--- config.mk ---
export PLATFORM = sky130hd
export DESIGN_NAME = sat_arith_unit
export DESIGN_NICKNAME = d
export VERILOG_FILES = /design/src/rtl/sat_arith_pkg.sv /design/src/rtl/sat_signed_arith.sv /design/src/rtl/sat_unsigned_arith.sv /design/src/rtl/sat_range_clamp.sv /design/src/rtl/sat_arith_unit.sv
export SDC_FILE = /design/constraint.sdc
export NUM_CORES = 1
export LEC_CHECK = 0
export CAP_MARGIN = 30
export CELL_PAD_IN_SITES_DETAIL_PLACEMENT = 0
export CELL_PAD_IN_SITES_GLOBAL_PLACEMENT = 1
export CORE_UTILIZATION = 44
export DETAILED_ROUTE_END_ITERATION = 16
export DONT_BUFFER_PORTS = 1
export PLACE_DENSITY_LB_ADDON = 0.05
export REMOVE_ABC_BUFFERS = 1
export SLEW_MARGIN = 20
export SYNTH_ARGS = -nofsm -noshare
export SYNTH_HDL_FRONTEND = slang
export SYNTH_SLANG_ARGS = --single-unit
--- constraint.sdc ---
create_clock -name clk -period 6.95 [get_ports clk]
set_clock_uncertainty 0.15 [all_clocks]
set_input_delay 1.39 -clock clk [delete_from_list [all_inputs] [get_ports clk]]
set_output_delay 1.39 -clock clk [all_outputs]
set_load 0.03 [all_outputs]
--- src/rtl/sat_arith_pkg.sv ---
package sat_arith_pkg;

   typedef enum logic [3:0] {
      OP_ADD_WRAP = 4'd0,
      OP_SADD     = 4'd1,
      OP_SSUB     = 4'd2,
      OP_SDBL     = 4'd3,
      OP_UADD     = 4'd4,
      OP_USUB     = 4'd5,
      OP_SCLAMP   = 4'd6,
      OP_UCLAMP   = 4'd7,
      OP_SCLAMP2  = 4'd8,
      OP_UCLAMP2  = 4'd9
   } sat_op_e;

   localparam logic [3:0] OP_FIRST_RSVD = 4'd10;

   typedef enum logic [1:0] {
      SM_WRAP = 2'd0,
      SM_ADD  = 2'd1,
      SM_SUB  = 2'd2,
      SM_DBL  = 2'd3
   } smode_e;

endpackage

--- src/rtl/sat_signed_arith.sv ---
module sat_signed_arith
   import sat_arith_pkg::*;
#(
   parameter int W = 32
) (
   input  logic [W-1:0] a,
   input  logic [W-1:0] b,
   input  smode_e       mode,
   output logic [W-1:0] res,
   output logic         ovf
);

   localparam logic [W-1:0] POS_LIM = {1'b0, {(W-1){1'b1}}};
   localparam logic [W-1:0] NEG_LIM = {1'b1, {(W-1){1'b0}}};

   logic [W-1:0] sum, dif, rail;
   logic         add_ovf, sub_ovf, dbl_hi, dbl_lo;

   always_comb begin
      sum     = a + b;
      dif     = a - b;
      add_ovf = (sum[W-1] ^ a[W-1]) & ~(a[W-1] ^ b[W-1]);
      sub_ovf = (dif[W-1] ^ a[W-1]) &  (a[W-1] ^ b[W-1]);
      rail    = a[W-1] ? NEG_LIM : POS_LIM;
      // at or above +2^(W-2)
      dbl_hi  = ~a[W-1] & a[W-2];
      // at or below -2^(W-2): bit W-2 clear, or exactly -2^(W-2)
      dbl_lo  = a[W-1] & (~a[W-2] | (a[W-3:0] == '0));
      unique case (mode)
         SM_WRAP: begin res = sum;                  ovf = add_ovf; end
         SM_ADD:  begin res = add_ovf ? rail : sum; ovf = add_ovf; end
         SM_SUB:  begin res = sub_ovf ? rail : dif; ovf = sub_ovf; end
         default: begin
            res = dbl_hi ? POS_LIM : (dbl_lo ? NEG_LIM : {a[W-2:0], 1'b0});
            ovf = dbl_hi | dbl_lo;
         end
      endcase
   end

endmodule

--- src/rtl/sat_unsigned_arith.sv ---
module sat_unsigned_arith #(
   parameter int W = 32
) (
   input  logic [W-1:0] a,
   input  logic [W-1:0] b,
   input  logic         is_sub,
   output logic [W-1:0] res,
   output logic         ovf
);

   logic [W:0] wide_sum;
   logic [W:0] wide_dif;

   always_comb begin
      wide_sum = {1'b0, a} + {1'b0, b};
      wide_dif = {1'b0, a} - {1'b0, b};
      if (is_sub) begin
         ovf = wide_dif[W];
         res = ovf ? '0 : wide_dif[W-1:0];
      end else begin
         ovf = wide_sum[W];
         res = ovf ? '1 : wide_sum[W-1:0];
      end
   end

endmodule

--- src/rtl/sat_range_clamp.sv ---
module sat_range_clamp #(
   parameter int W     = 32,
   parameter int OUT_W = 32,
   parameter int SH_W  = $clog2(W)
) (
   input  logic [W-1:0]     val,
   input  logic [SH_W-1:0]  shamt,
   input  logic             is_unsigned,
   output logic [OUT_W-1:0] res,
   output logic             ovf
);

   localparam logic [W-1:0] ONE = {{(W-1){1'b0}}, 1'b1};

   logic [W-1:0]        limit;
   logic signed [W-1:0] top;
   logic [W-1:0]        full;
   logic                s_hi, s_lo, u_over;

   always_comb begin
      limit  = (ONE << shamt) - ONE;
      top    = $signed(val) >>> shamt;
      s_hi   = ~val[W-1] & (top != '0);
      s_lo   =  val[W-1] & (top != '1);
      u_over = ~val[W-1] & (val > limit);
      if (is_unsigned) begin
         full = val[W-1] ? '0 : (u_over ? limit : val);
         ovf  = val[W-1] | u_over;
      end else begin
         full = s_hi ? limit : (s_lo ? ~limit : val);
         ovf  = s_hi | s_lo;
      end
      res = full[OUT_W-1:0];
   end

endmodule

--- src/rtl/sat_arith_unit.sv ---
module sat_arith_unit
   import sat_arith_pkg::*;
#(
   parameter int DATA_W = 32,
   parameter int SH_W   = $clog2(DATA_W)
) (
   input  logic              clk,
   input  logic              rst_n,
   input  logic              in_valid,
   input  logic [3:0]        op,
   input  logic [DATA_W-1:0] opa,
   input  logic [DATA_W-1:0] opb,
   input  logic [SH_W-1:0]   sat_w,
   input  logic              q_clear,
   output logic              out_valid,
   output logic [DATA_W-1:0] result,
   output logic              q_flag
);

   localparam int HALF_W = DATA_W / 2;
   localparam int N_HALF = 2;

   generate
      if (DATA_W < 8 || (DATA_W % 2) != 0 || (1 << SH_W) != DATA_W) begin : g_bad_cfg
         $error("sat_arith_unit: DATA_W must be a power of two >= 8 matching SH_W");
      end
   endgenerate

   smode_e            smode;
   logic [DATA_W-1:0] s_res, u_res, c_res, d_res, nxt_res;
   logic              s_ovf, u_ovf, c_ovf, nxt_ovf;
   logic [N_HALF-1:0] d_ovf;

   always_comb begin
      unique case (op)
         OP_SADD: smode = SM_ADD;
         OP_SSUB: smode = SM_SUB;
         OP_SDBL: smode = SM_DBL;
         default: smode = SM_WRAP;
      endcase
   end

   sat_signed_arith #(.W(DATA_W)) u_signed (
      .a(opa), .b(opb), .mode(smode), .res(s_res), .ovf(s_ovf)
   );

   sat_unsigned_arith #(.W(DATA_W)) u_unsigned (
      .a(opa), .b(opb), .is_sub(op == OP_USUB), .res(u_res), .ovf(u_ovf)
   );

   sat_range_clamp #(.W(DATA_W), .OUT_W(DATA_W), .SH_W(SH_W)) u_clamp_word (
      .val(opa), .shamt(sat_w), .is_unsigned(op == OP_UCLAMP),
      .res(c_res), .ovf(c_ovf)
   );

   generate
      for (genvar h = 0; h < N_HALF; h++) begin : g_half
         logic [HALF_W-1:0] half_in;
         logic [DATA_W-1:0] half_ext;
         assign half_in  = opa[h*HALF_W +: HALF_W];
         assign half_ext = {{(DATA_W-HALF_W){half_in[HALF_W-1]}}, half_in};
         sat_range_clamp #(.W(DATA_W), .OUT_W(HALF_W), .SH_W(SH_W)) u_clamp_half (
            .val(half_ext), .shamt(sat_w), .is_unsigned(op == OP_UCLAMP2),
            .res(d_res[h*HALF_W +: HALF_W]), .ovf(d_ovf[h])
         );
      end
   endgenerate

   always_comb begin
      unique case (op)
         OP_ADD_WRAP, OP_SADD, OP_SSUB, OP_SDBL: begin nxt_res = s_res; nxt_ovf = s_ovf; end
         OP_UADD, OP_USUB:                       begin nxt_res = u_res; nxt_ovf = u_ovf; end
         OP_SCLAMP, OP_UCLAMP:                   begin nxt_res = c_res; nxt_ovf = c_ovf; end
         OP_SCLAMP2, OP_UCLAMP2:                 begin nxt_res = d_res; nxt_ovf = |d_ovf; end
         default:                                begin nxt_res = '0;    nxt_ovf = 1'b0;  end
      endcase
   end

   always_ff @(posedge clk) begin
      if (!rst_n) begin
         out_valid <= 1'b0;
         result    <= '0;
         q_flag    <= 1'b0;
      end else begin
         out_valid <= in_valid;
         if (in_valid) result <= nxt_res;
         if (q_clear)                  q_flag <= 1'b0;
         else if (in_valid && nxt_ovf) q_flag <= 1'b1;
      end
   end

   a_r8_flag_sticky: assert property (@(posedge clk) disable iff (!rst_n)
      (q_flag && !q_clear) |=> q_flag);

   a_r9_clear_wins: assert property (@(posedge clk) disable iff (!rst_n)
      q_clear |=> !q_flag);

   a_r4_uadd_floor: assert property (@(posedge clk) disable iff (!rst_n)
      (in_valid && op == OP_UADD) |=> (result >= $past(opa)));

   a_r4_usub_ceiling: assert property (@(posedge clk) disable iff (!rst_n)
      (in_valid && op == OP_USUB) |=> (result <= $past(opa)));

   a_r6_uclamp_range: assert property (@(posedge clk) disable iff (!rst_n)
      (in_valid && op == OP_UCLAMP) |=> ((result >> $past(sat_w)) == '0));

   a_r10_hold_idle: assert property (@(posedge clk) disable iff (!rst_n)
      !in_valid |=> ($stable(result) && !out_valid));

   a_r11_reserved_quiet: assert property (@(posedge clk) disable iff (!rst_n)
      (in_valid && op >= OP_FIRST_RSVD && !q_clear) |=>
      (result == '0 && q_flag == $past(q_flag)));

endmodule

# Word-level counts from Yosys, hierarchy flattened
# Cells that the tools add are included.
[classes]
addsub = 5
mul = 0
div = 0
n_lt_le_gt_ge = 3
n_eq_ne = 14
n_shift = 4
muxes = 32
bitwise = 30
reduce_logical = 14
[op_table]
columns = ["cell", "count"]
rows = [
  ["2-to-1 mux 32 bit", 13],
  ["2-to-1 mux 16 bit", 10],
  ["case mux 32 bit (4 select lines)", 1],
  ["greater-than comparator 32 bit", 3],
  ["inequality test 32 bit (second input constant)", 3],
  ["case mux 32 bit (3 select lines)", 1],
  ["nonzero test 32 bit", 3],
  [">>> shifter 16 x 5 -> 32 bit", 2],
  ["adder 32 x 32 -> 33 bit", 1],
  ["subtractor 32 x 32 -> 33 bit", 1],
  ["adder 32 bit", 1],
  ["inverter 32 bit", 1],
  ["<< shifter 1 x 5 -> 32 bit (first input constant)", 1],
  [">>> shifter 32 x 5 -> 32 bit", 1],
  ["subtractor 32 x 1 -> 32 bit (second input constant)", 1],
  ["subtractor 32 bit", 1],
  ["zero test 30 bit", 1],
  ["equality test 4 x 3 -> 1 bit (second input constant)", 4],
  ["AND 1 bit", 13],
  ["OR reduction 2 bit", 6],
  ["equality test 4 x 2 -> 1 bit (second input constant)", 2],
  ["equality test 4 bit (second input constant)", 2],
  ["OR 1 bit", 8],
  ["case mux 2 bit (3 select lines)", 1],
  ["other kinds (12)", 21],
]
[word_totals]
regBits = 34
latch_bits = 0
ramBits = 0
romBits = 0
in_bits = 77
wordCells = 105
memories = 0

# Depth between registers and ports, before layout
[logic_depth]
depth_word = 9
mapped_depth = 30
ltp_nobuf = 24

# Cells and area by module
# From an unflattened synthesis, not the netlist that was laid out.
[unflattened]
cells_unflattened = 3426
hier_area_um2 = 25189.2
[by_module_without_submodules]
columns = ["mod", "instances", "cells_each", "area_each_um2"]
rows = [
  ["sat_range_clamp (g_half[0].u_clamp_half ...)", 2, 552, 4428.0],
  ["sat_range_clamp (u_clamp_word)", 1, 751, 5667.9],
  ["sat_signed_arith", 1, 658, 4315.4],
  ["sat_unsigned_arith", 1, 654, 4200.3],
  ["sat_arith_unit", 1, 259, 2149.6],
]

# Worst setup path after synthesis
# Ideal clock, no wire load.
[synth_timing]
path_kind = "input port to flip-flop"
startpoint = "input port sat_w[0]"
endpoint = "register result[27]"
t_arrival_ns = 6.954
t_required_ns = 6.678
slack_ns = -0.276
cell_stages = 26
path_buffers = 7
cell_sequence = "buf_6 > buf_6 > buf_6 > buf_6 > buf_2 > or3_1 > nor2_1 > inv_1 > ha_1 > clkbuf_1 > o31ai_1 > a22o_1 > clkbuf_1 > inv_1 > ha_1 > and4_1 > o21a_1 > o311ai_0 > a32o_1 > nor3_1 > o21ai_2 > mux2_2 > a221oi_1 > o211ai_1 > or4_1 > o311a_1"
[synth_between]
elab_chain_cells = 8
word_cells_on_any_way = 28
classes_between = "1 x add/sub; 2 x order compare; 2 x eq/ne; 3 x shift; 11 x mux; 7 x bitwise; 2 x reduce/logical"
[synth_lines]
columns = ["element", "line", "source"]
rows = [
  ["start: declaration", "sat_arith_unit.sv:13", "input logic [SH_W-1:0] sat_w,"],
  ["<< shifter 1 x 5 -> 32 bit", "sat_range_clamp.sv:21", "limit = (ONE << shamt) - ONE;"],
  ["subtractor 32 x 1 -> 32 bit", "sat_range_clamp.sv:21", ""],
  ["greater-than comparator 32 bit", "sat_range_clamp.sv:25", "u_over = ~val[W-1] & (val > limit);"],
  ["AND 1 bit", "sat_range_clamp.sv:25", ""],
  ["2-to-1 mux 16 bit or 2-to-1 mux 32 bit (tied branches) (2 in a row)", "sat_range_clamp.sv:27", "full = val[W-1] ? '0 : (u_over ? limit : val);"],
  ["2-to-1 mux 16 bit or 2-to-1 mux 32 bit (tied branches)", "sat_range_clamp.sv:26", "if (is_unsigned) begin"],
  ["case mux 32 bit (4 select lines) (*)", "sat_arith_unit.sv:70", "unique case (op)"],
  ["end signal: assignment", "sat_arith_unit.sv:86", "if (in_valid) result <= nxt_res;"],
  ["end: declaration", "sat_arith_unit.sv:16", "output logic [DATA_W-1:0] result,"],
]
# Mark *: on every way between the ends. The rest lies on a longest branch, timed or not.
# A chain may end at the register's enable or synchronous reset.

# Final worst setup path
[layout_timing]
startpoint = "input port sat_w[4]"
endpoint = "register result[2]"
# The elaborated chain is that of the path after synthesis.

==> impl_results.md <==
* Die height at 188 um
* Max Slew Vio Count at 0
* Area after DPL at between 15000 and 20000 um^2
* Total GRT Usage at 0.421
* Syn-to-layout area delta at 2.81%
* Final Cycle Share at 0.936
* TritonRoute pass-1 iters at 9
* RSZ-0062 raised after global routing: false
* Clock power frac at 0.159
* Compound-Gate Fraction of Synth Area at 0.394
* Fin crit period at roughly 6.5 ns
* Sw power at roughly 0.00084 W
* Core box area at 33900 um^2
* EDFF count, synth at 0
* CP Data Arrival Time at ~6.6 ns
* Worst path required time at approximately 7 ns
* DP Wirelength at 56900 um
* GR peak layer: met2
* Setup Viol. Count Final at 0
* Cell area after layout at between 15000 and 20000 um^2
* WL final at slightly below 80000 um
* Post-synth top flop: dfxtp_1
* # fillers at between 3000 and 4000
* Slew headroom at 0.289
* Initial antenna violation count at 1
* Via count at 18642
* Ports at between 100 and 150
* Leak at between 6 and 7 nW
* CP Class: in2reg
* Top post-synthesis cells by area: ha_1 11%, a21oi_1 7.4%, o21ai_0 6.0%, nor2_1 4.9%, mux2i_1 4.9%
* Maximum Capacitance Violations at 0
* Largest net degree at the start of global routing at between 100 and 150
* Die ar. at roughly 35000 um^2
* Global placement routability congestion at 0.980
* Remaining DRCs at 0
* Ys async rst share at 0
* Sequential Power Share at 0.141
* Post-Synth XOR/XNOR Area at 0.0333
* Seq/Total Area, Yosys at 0.0446
* Worst slack at placement at 0.205 ns
* Worst-path fanout max at 45
* Layout cells sized above 1 at 0.0942
* Diodes inserted at 0
* Adder-cell area share of the yosys netlist at 0.118
* Clock Tree Root: clkbuf_16
* Post-synth cell types at between 100 and 150
* VDD IR-drop max at between 0.0001 and 0.00015 V
* Logic pwr share at 0.700
* Clk_lat worst skew at roughly 0.3 ns
* Sw Share at 0.506
* First-pass GRT wire length at 114000 um
* Grt met1 use at 0.523
* Core Rows at 67
* Met2 GRT Util at 0.680
* Hold Fails Final Rpt at 0
* Share of the synthesized area in the top cell type at 0.113
* Outcome: completed
* H-tree levels at 2
* Power Dens Cells at between 100 and 150 nW/um^2
* GR Overflow Total at 0
* TritonCTS buffer count at 5
* Number of global-route vias before repair at about 18000
* Simple-Gate Fraction of Synth Area at 0.208
* Mapped Cells at approximately 2200
* Post-CTS setup buffers at 0
* Starting Density at 0.451
* Clock sink count at 34
* CTS tree: yes
* CP endpoint kind: flop
* Met3 GRT Util at 0.0738
* Multiplexer share of the synthesized area at 0.114
* Setup crit start kind: input port
* Starting DRC count in detailed routing at approximately 2500
* PortBufs at 0
* Die width at between 150 and 200 um
* Fmax at 154 MHz
* Worst Tran Pin Value at between 1 and 1.5 ns
* PnR worst setup slack at between 0.4 and 0.5 ns
* Remaining antenna violation count at 0
* Final #Nets at approximately 2300
* CTS clk-pin slew, worst paths at 0.06 ns
* Largest area contributor in the netlist: ha_1
* Internal power at between 0.0008 and 0.0009 W
* Area of the mapped netlist at about 15000 um^2
* Synth Register Bits at 34
* Hold crit path type: reg2reg
* Largest family of logic cells by synthesized area: compound AO/OA/AOI/OAI gates
* Syn avg cell area at a little under 7 um^2
* Vias per cell at slightly above 7
* YS warnings at 0
* Clk buf depth at 2
* Post-DR wirelength/cell at about 30 um
==> metal layers <==
metal  up-vias  routed length, um
met4         2               4890
met5         -                 13
li1       8246                  -
met1      8923              30300
met2      1181              34600
met3       290               7550
==> placed cells by master, fill, tap and decap left out, drive strengths merged, types with 27 or more instances in the layout <==
cell type / Yosys / routed
dfxtp: 34 / 34
nor3: 43 / 43
nand3: 43 / 43
mux2i: 74 / 74
mux4: 29 / 29
o21ai: 194 / 194
mux2: 30 / 30
ha: 138 / 138
nor2b: 34 / 34
a31oi: 54 / 54
a21o: 49 / 49
xnor2: 55 / 55
nand2: 175 / 175
a211oi: 36 / 36
a221oi: 27 / 27
o211ai: 41 / 41
nor2: 200 / 200
inv: 101 / 101
a21oi: 228 / 228
buf: 57 / 74
==> what timing repair did <==
item / in CTS / in global routing
gates resized for setup: 0 / 3
hold endpoints to repair: 0 / 0
endpoints found under the setup margin: 0 / 3
hold buffers: 0 / 0
==> cell families after synthesis <==
family / count (synthesis)
simple gates: 657
mux: 133
buf+inv: 311
flops: 34
other cells: 1
compound gates: 903
fa+ha+maj: 143
xor+xnor: 58
==> final timing paths <==
kind / from / end / slack [ns] / cells after the start
worst max-delay path: sat_w[4] / result[2] / 0.44 / 22
worst max register to register: result[27] / result[27] / 4.90 / 4
worst min-delay path: result[12] / result[12] / 0.60 / 3
worst min register to register: result[12] / result[12] / 0.60 / 3
==> critical path, cell delays in order <==
cell      delay, ns
or2_2          0.37
inv_2          0.08
nand2_1        0.13
inv_2          0.08
nand3_1        0.08
ha_1           0.37
buf_4          0.25
nor4_1         0.23
a21oi_1        0.06
o32a_1         0.32
ha_1           0.38
nand4_1        0.17
nor4_2         0.47
nand3_1        0.14
a211o_1        0.26
o211ai_1       0.18
o21a_1         0.45
nand2b_1       0.23
nand2_1        0.09
a221oi_1       0.32
o211ai_1       0.15
o311a_1        0.30
==> Yosys cell counts (24+ instances only) <==
master and instances:
nor3_1 43, nor2b_1 34, xnor2_1 55, nor4_1 25, mux4_2 28, o211ai_1 41, nor2_1 200, o21ai_0 183
mux2i_1 74, inv_1 98, a21o_1 49, clkbuf_1 142, a211oi_1 36, ha_1 138, a221oi_1 25, a21oi_1 227
nand2_1 174, o31ai_1 24, nand3_1 43, dfxtp_1 34, mux2_2 28, a31oi_1 54
==> layout make-up <==
| class | instances | area (um^2) | area share |
|---|---|---|---|
| multi-input cells | 1896 | 13300 | 0.847 |
| well taps | 448 | 561 | 0.0357 |
| clock buffers | 8 | 166 | 0.0106 |
| inverters | 111 | 417 | 0.0265 |
| flip-flops and latches | 34 | 681 | 0.0434 |
| repair buffers | 74 | 573 | 0.0365 |
==> sequential cells by signal, indices dropped and copies added, names as in the netlist <==
signal and cells:
out_valid 1, result 32, q_flag 1
==> power groups by stage <==
stage                     registers (W)  clock network (W)  logic [W]
final                          0.000235           0.000265    0.00116
after detailed placement       0.000239                  0    0.00113
after CTS                      0.000235           0.000264    0.00113
after floorplan                0.000234                  0   0.000791
after global placement         0.000239                  0    0.00112
after global routing           0.000236           0.000271    0.00125
==> per-stage QoR <==
step | utilization | TNS (ns) | hold WS [ns] | instances | power, W
after global routing | 0.463 | 0 | 0.640 | 2571 | 0.00176
after CTS | 0.463 | 0 | 0.600 | 2571 | 0.00163
after detailed placement | 0.458 | 0 | 0.588 | 2563 | 0.00137
after global placement | 0.457 | 0 | 0.584 | 2559 | 0.00136
final | 0.463 | 0 | 0.601 | 2571 | 0.00166
after floorplan | - | -0.540 | 0.516 | 2041 | 0.00102
Power figures use the tool's default switching activity.
